===== config.mk =====
export PLATFORM = sky130hd
export DESIGN_NAME = rsv_unit
export DESIGN_NICKNAME = d
export VERILOG_FILES = /design/src/rtl/rsv_pkg.sv /design/src/rtl/rsv_ea_gen.sv /design/src/rtl/rsv_hold.sv /design/src/rtl/rsv_judge.sv /design/src/rtl/rsv_unit.sv
export SDC_FILE = /design/constraint.sdc
export NUM_CORES = 1
export LEC_CHECK = 0
export BUFFER_PORTS_ARGS = -buffer_cell sky130_fd_sc_hd__buf_2
export CORE_AREA = 8 8 347 349
export CTS_CLUSTER_SIZE = 24
export DETAILED_ROUTE_END_ITERATION = 10
export DIE_AREA = 0 0 355 357
export HOLD_SLACK_MARGIN = 0.1
export PLACE_DENSITY = 0.47
export SYNTH_ARGS = -nofsm -noshare
export SYNTH_HDL_FRONTEND = slang
export SYNTH_SLANG_ARGS = --single-unit

===== constraint.sdc =====
create_clock -name clk -period 5 [get_ports clk]
set_input_delay 0.5 -clock clk [delete_from_list [all_inputs] [get_ports clk]]
set_output_delay 0.5 -clock clk [all_outputs]
set_load 0.05 [all_outputs]

===== src/rtl/rsv_pkg.sv =====
package rsv_pkg;
    localparam int XLEN   = 64;
    localparam int DATA_W = 2 * XLEN;

    typedef enum logic { OP_LOAD_RSV = 1'b0, OP_STORE_COND = 1'b1 } rsv_op_e;

    typedef enum logic [2:0] {
        SZ_1 = 3'd0, SZ_2 = 3'd1, SZ_4 = 3'd2, SZ_8 = 3'd3, SZ_16 = 3'd4
    } rsv_size_e;

    typedef struct packed {
        logic            valid;
        logic [4:0]      len;
        logic [XLEN-1:0] addr;
    } rsv_state_t;

    function automatic logic [4:0] size_bytes(input logic [2:0] sz);
        case (sz)
            SZ_1:    size_bytes = 5'd1;
            SZ_2:    size_bytes = 5'd2;
            SZ_4:    size_bytes = 5'd4;
            SZ_8:    size_bytes = 5'd8;
            default: size_bytes = 5'd16;
        endcase
    endfunction

    function automatic logic [DATA_W-1:0] keep_low_bytes(input logic [DATA_W-1:0] d,
                                                         input logic [2:0] sz);
        logic [DATA_W-1:0] r;
        r = '0;
        for (int b = 0; b < DATA_W/8; b++)
            if (b < int'(size_bytes(sz))) r[b*8 +: 8] = d[b*8 +: 8];
        return r;
    endfunction
endpackage


===== src/rtl/rsv_ea_gen.sv =====
module rsv_ea_gen
    import rsv_pkg::*;
#(
    parameter int AW = XLEN
) (
    input  logic [AW-1:0] op_a,
    input  logic [AW-1:0] op_b,
    input  logic          a_is_zero,
    output logic [AW-1:0] eaddr
);
    logic [AW-1:0] base;
    always_comb begin
        base  = a_is_zero ? '0 : op_a;
        eaddr = op_b + base;
    end
endmodule


===== src/rtl/rsv_hold.sv =====
module rsv_hold
    import rsv_pkg::*;
(
    input  logic            clk,
    input  logic            rst,
    input  logic            set_en,
    input  logic            clr_en,
    input  logic [4:0]      set_len,
    input  logic [XLEN-1:0] set_addr,
    output rsv_state_t      state
);
    always_ff @(posedge clk) begin
        if (rst) begin
            state <= '0;
        end else if (set_en) begin
            state.valid <= 1'b1;
            state.len   <= set_len;
            state.addr  <= set_addr;
        end else if (clr_en) begin
            state.valid <= 1'b0;
        end
    end

    a_r9_clear_after_store: assert property (@(posedge clk) disable iff (rst)
        (clr_en && !set_en) |=> !state.valid);
    a_r2_set_records: assert property (@(posedge clk) disable iff (rst)
        set_en |=> (state.valid && state.addr == $past(set_addr) && state.len == $past(set_len)));
endmodule


===== src/rtl/rsv_judge.sv =====
module rsv_judge
    import rsv_pkg::*;
#(
    parameter int PAGE_SHIFT       = 12,
    parameter bit SAME_PAGE_STORES = 1'b0
) (
    input  rsv_state_t      state,
    input  logic [2:0]      size,
    input  logic [XLEN-1:0] raddr,
    output logic            perform
);
    logic exact, same_page;

    always_comb begin
        exact     = state.valid && (state.len == size_bytes(size)) && (state.addr == raddr);
        same_page = state.valid && !exact &&
                    (state.addr[XLEN-1:PAGE_SHIFT] == raddr[XLEN-1:PAGE_SHIFT]);
    end

    generate
        if (SAME_PAGE_STORES) begin : g_same_page_writes
            assign perform = exact || same_page;
        end else begin : g_same_page_refused
            assign perform = exact;
        end
    endgenerate

    always_comb begin
        if (perform)
            a_r10_needs_reservation: assert (state.valid);
    end
endmodule


===== src/rtl/rsv_unit.sv =====
module rsv_unit
    import rsv_pkg::*;
#(
    parameter int PAGE_BYTES       = 4096,
    parameter bit SAME_PAGE_STORES = 1'b0
) (
    input  logic              clk,
    input  logic              rst,
    input  logic              req_valid,
    input  logic              req_op,
    input  logic [2:0]        req_size,
    input  logic [XLEN-1:0]   req_ra,
    input  logic [XLEN-1:0]   req_rb,
    input  logic              req_ra_zero,
    input  logic [XLEN-1:0]   req_raddr,
    input  logic [XLEN-1:0]   req_rs,
    input  logic [XLEN-1:0]   req_rs_pair,
    input  logic [DATA_W-1:0] req_ld_data,
    input  logic              xer_so,
    output logic              res_valid,
    output logic [XLEN-1:0]   res_eaddr,
    output logic              mem_we,
    output logic [2:0]        mem_size,
    output logic [XLEN-1:0]   mem_addr,
    output logic [DATA_W-1:0] mem_wdata,
    output logic [DATA_W-1:0] ld_result,
    output logic [3:0]        cr0,
    output logic              rsv_valid,
    output logic [4:0]        rsv_len,
    output logic [XLEN-1:0]   rsv_addr
);
    localparam int PAGE_SHIFT = $clog2(PAGE_BYTES);

    logic [XLEN-1:0]   eaddr;
    logic              perform;
    logic              is_store, is_load;
    logic [DATA_W-1:0] src_wide;
    rsv_state_t        state;

    rsv_ea_gen #(.AW(XLEN)) u_ea (
        .op_a(req_ra), .op_b(req_rb), .a_is_zero(req_ra_zero), .eaddr(eaddr)
    );

    assign is_store = req_valid && (req_op == OP_STORE_COND);
    assign is_load  = req_valid && (req_op == OP_LOAD_RSV);

    rsv_hold u_hold (
        .clk(clk), .rst(rst),
        .set_en(is_load), .clr_en(is_store),
        .set_len(size_bytes(req_size)), .set_addr(req_raddr),
        .state(state)
    );

    rsv_judge #(.PAGE_SHIFT(PAGE_SHIFT), .SAME_PAGE_STORES(SAME_PAGE_STORES)) u_judge (
        .state(state), .size(req_size), .raddr(req_raddr), .perform(perform)
    );

    always_comb begin
        if (req_size == SZ_16) src_wide = {req_rs, req_rs_pair};
        else                   src_wide = {{XLEN{1'b0}}, req_rs};
    end

    always_ff @(posedge clk) begin
        if (rst) begin
            res_valid <= 1'b0;
            mem_we    <= 1'b0;
            cr0       <= 4'b0;
            res_eaddr <= '0;
            mem_size  <= '0;
            mem_addr  <= '0;
            mem_wdata <= '0;
            ld_result <= '0;
        end else begin
            res_valid <= req_valid;
            mem_we    <= is_store && perform;
            cr0       <= is_store ? {2'b00, perform, xer_so} : 4'b0;
            res_eaddr <= eaddr;
            mem_size  <= req_size;
            mem_addr  <= req_raddr;
            mem_wdata <= keep_low_bytes(src_wide, req_size);
            ld_result <= keep_low_bytes(req_ld_data, req_size);
        end
    end

    assign rsv_valid = state.valid;
    assign rsv_len   = state.len;
    assign rsv_addr  = state.addr;

    a_r12_one_cycle_result: assert property (@(posedge clk) disable iff (rst)
        req_valid |=> res_valid);
    a_r8_cr0_layout: assert property (@(posedge clk) disable iff (rst)
        res_valid |-> (cr0[3:2] == 2'b00 && cr0[1] == mem_we));
    a_r10_no_write_unreserved: assert property (@(posedge clk) disable iff (rst)
        (is_store && !state.valid) |=> !mem_we);
endmodule


== After elaboration in Yosys (flattened, before gate mapping) ==
Index checks and enable logic that the tools add are counted.

* Flip-flop bits (word level): 463
* Bits of input ports: 457
* Output and inout port bits: 463
* Logic and storage cells: 122

* Add/sub/neg operators: 1
* $lt $le $gt $ge: 16
* Eq/ne operators: 6
* Multiplexer cells: 6
* Bitwise operators: 19
* Reductions and logical operators: 32

{| class="wikitable"
|+ Operator list
! kind !! number
|-
| 2-to-1 mux 64 bit || 2
|-
| adder 64 bit || 1
|-
| equality test 64 bit || 1
|-
| < comparator 4 x 5 -> 1 bit, first input constant || 8
|-
| OR reduction 2 bit || 17
|-
| OR reduction 3 bit || 8
|-
| < comparator 3 x 5 -> 1 bit, first input constant || 4
|-
| one-hot mux 5 bit (4 select lines) || 1
|-
| inverter 1 bit || 19
|-
| < comparator 1 x 5 -> 1 bit, first input constant || 2
|-
| < comparator 2 x 5 -> 1 bit, first input constant || 2
|-
| equality test 3 x 2 -> 1 bit, second input constant || 2
|-
| equality test 5 bit || 1
|-
| logical AND 1 bit || 5
|-
| 2-to-1 mux 5 bit || 1
|-
| equality test 3 x 1 -> 1 bit, second input constant || 1
|-
| equality test 3 bit, second input constant || 1
|-
| zero test 3 bit || 1
|-
| 2-to-1 mux 1 bit || 2
|-
| nonzero test 2 bit || 1
|}

== Depth between registers and ports, before layout ==
Gate-level depths: netlist of the first run.

* Depth in word-level cells: 6
* Depth in mapped cells: 15
* Depth with buffers taken out: 13

== Hierarchy ==
A second synthesis of the first run with hierarchy kept.

* Cells, all modules: 1948
* Area, all modules: 18804.3 um2

{| class="wikitable"
|+ By module, submodules not included
! module !! times used !! cells each !! area each (um2) !! seq. area each (um2)
|-
| rsv_unit || 1 || 967 || 11145.7 || 7827.5
|-
| rsv_ea_gen || 1 || 629 || 4279.1 || 0.0
|-
| rsv_hold || 1 || 227 || 2514.9 || 1401.3
|-
| rsv_judge || 1 || 125 || 864.6 || 0.0
|}

== Worst setup path before layout of the first run ==
OpenSTA, ideal clock, no wires.

* Path type: input-to-reg
* Start: input port req_ra_zero
* End: register res_eaddr[56]
* Library setup time: 0.123 ns
* Arrival: 3.271 ns
* Required time: 4.877 ns
* Setup slack: 1.606 ns
* Stages: 15
* Path buffers: 2
* Path through: clkbuf_1 clkbuf_1 nor2b_1 ha_1 inv_1 fa_1 and2b_1 o2111ai_2 nand2_2 a21oi_1 o31ai_2 a311oi_2 o21ai_2 a31oi_1 mux2_1

* Word-level cells in the longest chain between the ends: 2

{| class="wikitable"
|+ Ends and longest elaborated chain
! item !! line !! RTL
|-
| start, declared || rsv_unit.sv:14 || <nowiki>input logic req_ra_zero,</nowiki>
|-
| 2-to-1 mux 64 bit || rsv_ea_gen.sv:13 || <nowiki>base = a_is_zero ? '0 : op_a;</nowiki>
|-
| adder 64 bit || rsv_ea_gen.sv:14 || <nowiki>eaddr = op_b + base;</nowiki>
|-
| end signal, assigned || rsv_unit.sv:77 || <nowiki>res_eaddr <= eaddr;</nowiki>
|-
| end, declared || rsv_unit.sv:21 || <nowiki>output logic [XLEN-1:0] res_eaddr,</nowiki>
|}

Every way passes these cells.
A chain may end at the register's enable or synchronous reset.

== Worst setup path after layout of the first run ==
* Start: input port req_ra_zero
* End: register res_eaddr[46]

Same word-level chain as after synthesis.

==> results of run 1 <==
[layout by cell type, fill, tap and decap left out, types with 56 or more instances in the layout]
cell type      Yosys  layout
nand2_1          317     316
nor2b_1          182     180
clkbuf_16          0      56
dlygate4sd3_1      0     261
and2_1           154     153
buf_2             13     916
a21oi_1          224     223
nor2_1           116     114
dfxtp_1          461     461
ha_1              63      63
[registers in the layout, indices dropped and copies added (netlist names)]
signal and cells:
mem_addr 64, res_eaddr 64, cr0 2, ld_result 128, u_hold.state 70, mem_size 3, mem_we 1, res_valid 1
mem_wdata 128
[per-layer routing]
metal	track usage, %	part of all wire [%]
met5	0	0.081
met4	5.20	3.2
met3	6.40	11
met2	25.2	45
met1	19.1	41
[power by group through the flow]
stage          Clock [mW]  Combinational [mW]  Sequential, mW
2_1_floorplan           0               0.676            4.78
3_3_place_gp            0                2.22            4.06
3_5_place_dp            0                2.21            4.06
4_1_cts              4.55                2.40            3.98
5_1_grt              4.68                2.53            4.00
6_report             4.38                2.39            3.98
[cell families (layout without fill, tap and decap cells)]
family / after synthesis / count (layout)
and+or+nand+nor: 895 / 895
DFF: 461 / 461
AOI/OAI and AO/OA: 392 / 392
buffers and inverters: 164 / 1338
xor gates and xnor gates: 103 / 103
adders and majority gates: 64 / 64
muxes: 6 / 6
other: 1 / 33
[worst max-delay path by stage]
stage                          endpoint  slack, ns
after floorplan           res_eaddr[56]       1.61
after global placement    res_eaddr[46]       0.93
after detailed placement  res_eaddr[46]       0.89
after CTS                 res_eaddr[46]       1.62
after global routing      res_eaddr[46]       1.43
final                     res_eaddr[46]       1.56
[through the flow]
stage / hold slack [ns] / worst slack, ns / utilization, % / std cells / cell area, sq um
after detailed placement: 0.460 / 0.889 / 21.5 / 4421 / 24700
after CTS: 0.101 / 1.62 / 25.5 / 4785 / 29300
after floorplan: 0.583 / 1.61 / - / 2087 / 18600
after global routing: 0.113 / 1.43 / 25.5 / 4793 / 29300
final: 0.156 / 1.56 / 25.5 / 4816 / 29400
after global placement: 0.457 / 0.934 / 21.5 / 4421 / 24700
[layout make-up]
type,count,share of cell area (%)
Timing Repair Buffer,1190,24.9
Sequential cell,461,31.4
Clock inverter,30,1.46
Multi-Input combinational cell,1462,29.7
Antenna cell,31,0.264
Tap cell,1524,6.49
Inverter,45,0.575
Clock buffer,73,5.26
[worst register-to-register path, stage by stage, from the launching register on]
cell and delay [ns]:
dfxtp_1 0.36, xor2_1 0.18, nor4_1 0.32, nand2_1 0.15, nor4_1 0.24, nand4_1 0.17
nor4_1 0.65
==> out/metrics.yaml, run 1 <==
pwr:
  power_density_nw_per_um2: 366
  power_mw: 10.7
  swShare_pct: 32.8
  pwr-share-comb_pct: 22.2
  p_leak_nw: 13.7
  internal_power_mw: 7.23
  p_sw_mw: 3.52
  ir_worst_vdd_uv: 231
  p_clk_share_pct: 40.8
  pwr-share-seq_pct: 37.0
worst_setup_path:
  cp_max_fo: 28
  crit_chain: "buf_2 > buf_4 > nor2b_1 > ha_1 > nand4_1 > nor3_1 > nand2_1 > or3_1 > a31o_2 > a31oi_4 > nor2_1 > o21ai_1 > mux2_1"
  critical_path_buf_inv_count: 2
  cpPeakStageDelay_ns: 0.44
  slowest_stage: "buf_2"
  r2r_slack_ns: 2.76
  crit_arrival_ns: 3.96
  crit_start: "req_ra_zero"
  end_kind: "flop"
  crit_required_ns: 5.52
  worstSetupStartpointType: "input port"
  r2r_start: "u_hold.state[68]"
  critPathKind: "input port to flop"
  reg2reg_depth: 6
  worst-path-stages: 13
  r2r-end: "cr0[1]"
  crit_family: "simple AND/OR/NAND/NOR gates"
logic_synthesis:
  ys_warn_count: 0
  synthArstFlopShare_pct: 0
  synth_adder_area_share_pct: 4.36
  synthSimpleGateAreaFrac_pct: 24.2
  synth-edff-count: 0
  synth_ff_type: "dfxtp_1"
  syn_area_sq_um: 18500
  synthCells: 2086
  netlist_top_cells_count: "dfxtp_1, nand2_1, a21oi_1"
  muxShareOfSynthArea_pct: 0.378
  synth-compound-area-share_pct: 12.9
  ys_ff_latch: 461
  ys_types: 73
  ys_top_cells_by_area: "dfxtp_1, nand2_1, nor2b_1"
  synth_top_cell_area_share_pct: 49.8
  synth_top_family_by_area: "simple AND/OR/NAND/NOR gates"
  synth_most_common_cell: "dfxtp_1"
  yosysSeqAreaShare_pct: 49.8
  synth_largest_area_cell: "dfxtp_1"
  synth-xor-area-share_pct: 4.86
  synth.avg_cell_area_sq_um: 8.89
floorplan:
  fp-row-count: 125
  core_area_sq_um: 115000
  io_pins: 920
  die_h_um: 357
  dieWidth_um: 355
  die-area_sq_um: 127000
  initial_core_util_pct: 16.1
worst_hold_path:
  hold_end: "mem_wdata[6]"
  hold_depth: 3
  hold_class: "input port to flop"
  hold_start: "req_rs_pair[6]"
clock_tree:
  htreeDepth: 2
  cts_tree: "yes"
  clk_pin_slew_ns: 0.06
  cts_resized: 0
  holdBufCountCts: 261
  cts_root_buffer: "clkbuf_16"
  cts_setup_buffers: 0
  cts.path.max_buffers: 3
  numClockSinks: 461
  cts_made_buffers: 55
  insertion_delay_ns: 0.63
sta:
  final-setup-viol-count: 0
  period_needed_ns: 3.44
  tns_ns: 0
  fmax_mhz: 291
  rsz0062_at_grt: "false"
  fin_worst_skew_ns: 0.0127
  final_hold_viol_count: 0
  max-slew-margin-rel_pct: 19.0
  slew_viol_final: 0
  worst_pin_slew_ns: 1.21
  period_share_pct: 68.7
grt:
  grt_pass1_vias: 19725
  grt_pass1_wl_um: 147000
  grt_use_total_pct: 15.7
  antenna_found_initial: 48
  overflow: 0
  grt_max_degree: 81
final_layout:
  drive_above_1_share_pct: 32.6
  nets: 3736
  multi_input_area_sq_um: 8720
  ff_latch_area_sq_um: 9230
  fill_cells: 12608
  areaGrowthSynthToFinish_pct: 58.5
drt:
  wl_per_cell_um: 22.1
  drt_iter0_markers: 1283
  drt-vias-per-instance: 3.99
  totalWireLength_um: 106000
  drc_errors: 0
  drtPass1Iterations: 5
  detail-route-antenna-nets: 0
  num_vias: 19206
run:
  cap_viol_max_count: 0
place:
  dp_hpwl_um: 86100
  portBuffers: 917
  place_congestion: 0.911
status:
  status: "completed"
No activity file was read; power rests on OpenSTA's default activity.
==> run 2, diff against run 1 <==
--- a/config.mk
+++ b/config.mk
@@ -5,13 +5,14 @@
 export SDC_FILE = /design/constraint.sdc
 export NUM_CORES = 1
 export LEC_CHECK = 0
+export ABC_AREA = 1
 export BUFFER_PORTS_ARGS = -buffer_cell sky130_fd_sc_hd__buf_2
-export CORE_AREA = 8 8 347 349
+export CORE_AREA = 8 8 351 353
 export CTS_CLUSTER_SIZE = 24
 export DETAILED_ROUTE_END_ITERATION = 10
-export DIE_AREA = 0 0 355 357
+export DIE_AREA = 0 0 359 361
 export HOLD_SLACK_MARGIN = 0.1
-export PLACE_DENSITY = 0.47
+export PLACE_DENSITY = 0.48
 export SYNTH_ARGS = -nofsm -noshare
 export SYNTH_HDL_FRONTEND = slang
 export SYNTH_SLANG_ARGS = --single-unit
==> constraint.sdc (replaced) <==
create_clock -name clk -period 3.5 [get_ports clk]
set_input_delay 0.35 -clock clk [delete_from_list [all_inputs] [get_ports clk]]
set_output_delay 0.35 -clock clk [all_outputs]
set_load 0.05 [all_outputs]
==> out/metrics.yaml, run 2 <==
status:
  status: "completed"
pwr:
  ir_worst_vdd_uv: 389  # +69%
  pwr-share-seq_pct: 36.0  # -1.0 points
  p_sw_mw: 5.37  # +53%
  p_leak_nw: 17.8  # +30%
  pwr-share-comb_pct: 23.2  # +1.0 points
  p_clk_share_pct: 40.8  # about the same
  swShare_pct: 33.9  # +1.2 points
  internal_power_mw: 10.5  # +45%
  power_density_nw_per_um2: 491  # +34%
final_layout:
  final_cell_mix: "buf_2, inv_1, nand2_1, dfxtp_1, nor2_1"
  fill_cells: 12989  # +3.0%
  top_regs: "ld_result (128), mem_wdata (128), u_hold.state (70)"
  layout_commonest_cell: "buf_2"
  drive_above_1_share_pct: 26.0  # -6.6 points
  areaGrowthSynthToFinish_pct: 57.4
  nets: 4733  # +27%
grt:
  grt_use_total_pct: 18.5  # +2.7 points
  grt_pass1_vias: 23053  # +17%
  overflow: 0  # unchanged
  grt_max_degree: 109  # +35%
  grt_pass1_wl_um: 174000  # +18%
  antenna_found_initial: 79  # +65%
logic_synthesis:
  syn_area_sq_um: 20500  # +10%
  ys_types: 43  # -41%
  synth-edff-count: 0  # unchanged
  ys_ff_latch: 461  # unchanged
  synthCells: 2970  # +42%
  synth_most_common_cell: "inv_1"
  synth.avg_cell_area_sq_um: 6.90  # -22%
  synthArstFlopShare_pct: 0  # unchanged
  yosysSeqAreaShare_pct: 45.1  # -4.7 points
  synth_top_cell_area_share_pct: 45.1  # -4.7 points
  ys_top_cells_by_area: "dfxtp_1, inv_1, nand2_1"
  ys_warn_count: 0  # unchanged
  netlist_top_cells_count: "inv_1, nand2_1, dfxtp_1"
  synth_largest_area_cell: "dfxtp_1"
  synth_ff_type: "dfxtp_1"
sta:
  setup_ws_ns: 0.802  # -0.762 ns
  rsz0062_at_grt: "false"
  fmax_mhz: 371
  tns_ns: 0  # unchanged
  final-setup-viol-count: 0  # unchanged
  worst_pin_slew_ns: 0.829  # -0.384 ns
  period_share_pct: 77.1
  final_hold_viol_count: 0  # unchanged
  fin_worst_skew_ns: 0.0267  # +0.0140 ns
  max-slew-margin-rel_pct: 44.7  # +26 points
  slew_viol_final: 0  # unchanged
  period_needed_ns: 2.70
  fin_hold_ws_ns: 0.133  # -0.0230 ns
floorplan:
  dieWidth_um: 359  # +1.1%
  die_h_um: 361  # +1.1%
  fp-row-count: 126  # +0.80%
  core_area_sq_um: 117000  # +2.0%
  io_pins: 920  # unchanged
  initial_core_util_pct: 17.4  # +1.3 points
  die-area_sq_um: 130000  # +2.3%
place:
  portBuffers: 917  # unchanged
  dp_hpwl_um: 107000  # +25%
  place_congestion: 0.903  # -0.85%
  place_ws_ns: 0.575  # -0.314 ns
worst_setup_path:
  crit_required_ns: 4.10  # -1.42 ns
  reg2reg_depth: 7  # +1
  cp_max_fo: 10  # -64%
  critPathKind: "input port to flop"
  worstSetupStartpointType: "input port"
  crit_arrival_ns: 3.30  # -0.66 ns
  end_kind: "flop"
drt:
  num_vias: 23532  # +23%
  drtPass1Iterations: 5  # unchanged
  wl_per_cell_um: 21.8  # -1.1%
  totalWireLength_um: 127000  # +19%
  drc_errors: 0  # unchanged
  detail-route-antenna-nets: 0  # unchanged
  drt-vias-per-instance: 4.04  # +1.4%
  drt_iter0_markers: 2065  # +61%
worst_hold_path:
  hold_class: "input port to flop"
  hold_depth: 3  # unchanged
run:
  cap_viol_max_count: 0  # unchanged
clock_tree:
  cts.path.max_buffers: 3  # unchanged
  cts_root_buffer: "clkbuf_16"
  clk_pin_slew_ns: 0.06  # about the same
  cts_resized: 0  # unchanged
  cts_made_buffers: 56  # +1.8%
  htreeDepth: 2  # unchanged
  insertion_delay_ns: 0.63  # about the same
  numClockSinks: 461  # unchanged
  cts_tree: "yes"
## run 2: cell types whose count changed after synthesis, sizes merged, moves of 47 or more
| cell | previous run | this run |
|---|---|---|
| nor2 | 116 | 482 |
| nand3 | 19 | 74 |
| nand2 | 319 | 619 |
| nor2b | 182 | 0 |
| inv | 45 | 652 |
| o21ai | 48 | 170 |
| and2 | 154 | 8 |
| xnor2 | 54 | 7 |
## run 2: stage by stage
stage | cell area, sq um | cells | utilization [%] | power, mW
finish | 32200 | 5821 | 27.4 | 15.8
global route | 32200 | 5809 | 27.4 | 16.5
floorplan | 20500 | 2971 | - | 7.89
global placement | 26900 | 5365 | 22.9 | 9.16
CTS | 32200 | 5796 | 27.4 | 16.1
detailed placement | 26900 | 5365 | 22.9 | 9.16
## run 2: per-layer routing
metal / routed length, um / GRT usage, %
met1: 51000 / 22.3
met2: 59100 / 30.8
met3: 12200 / 5.76
met4: 4520 / 6.79
met5: 178 / 0
## run 2: layout make-up
type / instances / area, sq um / share of cell area [%]
clock buffer: 75 / 1570 / 4.88
tap: 1536 / 1920 / 5.96
timing repair buffer: 1265 / 8060 / 25.0
antenna: 25 / 62.6 / 0.194
clock inverter: 31 / 464 / 1.44
multi-input combinational: 1772 / 8460 / 26.3
inverter: 656 / 2470 / 7.65
sequential: 461 / 9230 / 28.6
## run 2: worst max-delay path, stage by stage
cell and delay [ns]:
dlygate4sd3_1 0.62, buf_2 0.20, inv_2 0.06, nand2_1 0.09
nor2_1 0.08, nor2_2 0.51, clkinv_1 0.49, a211oi_1 0.32
dlygate4sd3_1 0.57
## run 2: timing repair
item                      CTS  global route
setup buffers               0             0
hold endpoints to repair  400             0
hold buffers              325             0
## run 2: kinds of logic (layout without fill, tap and decap cells)
logic type | Yosys count | after routing | share of synthesized area [%]
AOI/OAI and AO/OA | 437 | 437 | 11.2
xor gates and xnor gates | 24 | 24 | 1.03
adders and majority gates | 64 | 64 | 3.95
buffers and inverters | 738 | 2027 | 13.7
DFF | 461 | 461 | 45.1
other | 1 | 27 | 0.0183
and+or+nand+nor | 1245 | 1245 | 25.1
## run 2: path summary, 6_finish.rpt
check                    from          endpoint  slack, ns
max               req_size[1]     mem_wdata[15]       0.80
min           req_rs_pair[12]     mem_wdata[12]       0.13
max reg2reg   u_hold.state[4]            mem_we       1.09
min reg2reg  u_hold.state[65]  u_hold.state[65]       0.48
## run 2: power groups by stage
stage | Sequential (mW) | Clock, mW | Combinational [mW]
global route | 5.72 | 6.85 | 3.93
finish | 5.70 | 6.46 | 3.68
floorplan | 6.83 | 0 | 1.06
global placement | 5.81 | 0 | 3.35
CTS | 5.70 | 6.66 | 3.69
detailed placement | 5.81 | 0 | 3.35
==> run 3, diff against run 2 <==
==> constraint.sdc (replaced) <==
create_clock -name clk -period 2.5 [get_ports clk]
set_input_delay 0.25 -clock clk [delete_from_list [all_inputs] [get_ports clk]]
set_output_delay 0.25 -clock clk [all_outputs]
set_load 0.05 [all_outputs]
==> out/metrics.yaml, run 3 (synthesis results as in run 2) <==
status:
  status: "completed"
drt:
  drt_iter0_markers: 1730  # -16%
  totalWireLength_um: 130000  # +2.2%
  num_vias: 24296  # +3.2%
  detail-route-antenna-nets: 0  # unchanged
  drc_errors: 0  # unchanged
  wl_per_cell_um: 21.4  # -1.7%
  drt-vias-per-instance: 4.02  # -0.68%
  drtPass1Iterations: 7  # +2
worst_setup_path:
  critPathKind: "input port to flop"
  cp_max_fo: 49  # +39
  crit_arrival_ns: 2.83  # -0.47 ns
  end_kind: "flop"
  crit_required_ns: 3.04  # -1.06 ns
  r2r_start: "u_hold.state[11]"
  worstSetupStartpointType: "input port"
  crit_start: "req_size[2]"
floorplan:
  core_area_sq_um: 117000  # unchanged
  die-area_sq_um: 130000  # unchanged
  die_h_um: 361  # unchanged
  fp-row-count: 126  # unchanged
  io_pins: 920  # unchanged
  dieWidth_um: 359  # unchanged
  initial_core_util_pct: 17.4  # unchanged
clock_tree:
  clk_pin_slew_ns: 0.06  # about the same
  cts_made_buffers: 56  # unchanged
  htreeDepth: 2  # unchanged
  insertion_delay_ns: 0.66  # +0.03 ns
  cts_root_buffer: "clkbuf_16"
  numClockSinks: 461  # unchanged
  cts.path.max_buffers: 3  # unchanged
  cts_setup_buffers: 0  # unchanged
  cts_tree: "yes"
sta:
  setup_ws_ns: 0.205  # -0.597 ns
  max-slew-margin-rel_pct: 50.1  # +5.4 points
  fin_hold_ws_ns: 0.173  # +0.0396 ns
  fmax_mhz: 436
  slew_viol_final: 0  # unchanged
  final-setup-viol-count: 0  # unchanged
  rsz0062_at_grt: "false"
  period_share_pct: 91.8
  final_hold_viol_count: 0  # unchanged
  period_needed_ns: 2.29
  fin_worst_skew_ns: 0.0148  # -0.0119 ns
  worst_pin_slew_ns: 0.745  # -0.0834 ns
run:
  cap_viol_max_count: 0  # unchanged
final_layout:
  areaGrowthSynthToFinish_pct: 66.7
  top_regs: "ld_result (128), mem_wdata (128), u_hold.state (70)"
  nets: 4974  # +5.1%
  finalInstanceArea_sq_um: 34100  # +5.9%
  drive_above_1_share_pct: 29.0  # +3.0 points
  layout_commonest_cell: "buf_2"
  final_cell_mix: "buf_2, inv_1, nand2_1, dfxtp_1, nor2_1"
place:
  place_congestion: 0.902  # -0.18%
  dpl_cell_area_sq_um: 28400  # +5.8%
  place_ws_ns: -0.0946  # -0.670 ns
  dp_hpwl_um: 109000  # +2.1%
  portBuffers: 917  # unchanged
grt:
  grt_max_degree: 89  # -18%
  grt_pass1_vias: 24373  # +5.7%
  grt_use_total_pct: 19.1  # +0.57 points
  grt_pass1_wl_um: 180000  # +3.9%
  antenna_found_initial: 80  # +1.3%
  overflow: 0  # unchanged
worst_hold_path:
  hold_class: "input port to flop"
  hold_start: "req_rs_pair[5]"
pwr:
  p_leak_nw: 19.0  # +6.4%
  p_sw_mw: 7.65  # +42%
  ir_worst_vdd_uv: 511  # +31%
  internal_power_mw: 14.6  # +40%
  swShare_pct: 34.3  # +0.38 points
  power_density_nw_per_um2: 653  # +33%
  pwr-share-comb_pct: 25.1  # +1.9 points
  pwr-share-seq_pct: 35.8  # -0.2 points
  p_clk_share_pct: 39.0  # -1.8 points
-- run 3: cell count changes in the layout (fill, tap and decap cells not counted), sizes merged, moves of 6 or more --
cell         delta
clkbuf          +7
bufinv          -6
buf           +197
clkinv          -8
dlygate4sd3    +44
diode           -9
-- run 3: worst max-delay path: stages --
cell           delay, ns
dlygate4sd3_1       0.61
buf_2               0.24
inv_1               0.13
nor2_2              0.30
inv_4               0.18
buf_12              0.23
o21ai_0             0.26
a21oi_1             0.07
dlygate4sd3_1       0.56
-- run 3: power groups by stage --
stage | Clock [mW] | Combinational, mW | Sequential [mW]
after floorplan | 0 | 1.48 | 9.56
after global routing | 9.25 | 5.99 | 8.02
after CTS | 8.98 | 5.63 | 7.99
final | 8.70 | 5.60 | 7.99
after detailed placement | 0 | 5.06 | 8.15
after global placement | 0 | 5.07 | 8.14
-- run 3: timing repair --
action,CTS,global route
setup endpoints to repair,0,1
hold buffers,369,0
endpoints found under the hold margin,422,0
resized for setup,0,1
-- run 3: area by class of cell --
class	instances	area (sq um)
clock inverter	22	277
fill	12849	83300
clock buffer	82	1700
multi-input combinational	1772	8460
inverter	656	2470
sequential	461	9230
antenna	16	40.0
timing repair buffer	1506	10000
tap	1536	1920
-- run 3: layer usage --
layer  track usage, %  wire length (um)  up-vias
met4             3.94              3130       18
met3             4.62              9330      186
li1                 -                 -    11979
met5                0               114        -
met2             33.5             62500     1003
met1             23.6             54600    11110
-- run 3: path summary, 6_finish.rpt --
check | slack [ns] | cells after the start | endpoint
setup / recovery | 0.21 | 9 | mem_wdata[50]
setup reg to reg | 0.43 | 8 | mem_we
hold / removal | 0.17 | 4 | mem_wdata[5]
hold reg to reg | 0.49 | 2 | u_hold.state[65]
-- run 3: stage by stage --
| step | power [mW] | setup TNS [ns] | util [%] | cells |
|---|---|---|---|---|
| floorplan | 11.0 | 0 | - | 2971 |
| global placement | 13.2 | -0.294 | 24.2 | 5562 |
| detailed placement | 13.2 | -0.418 | 24.2 | 5562 |
| CTS | 22.6 | 0 | 29.0 | 6035 |
| global route | 23.3 | 0 | 29.1 | 6041 |
| finish | 22.3 | 0 | 29.1 | 6051 |
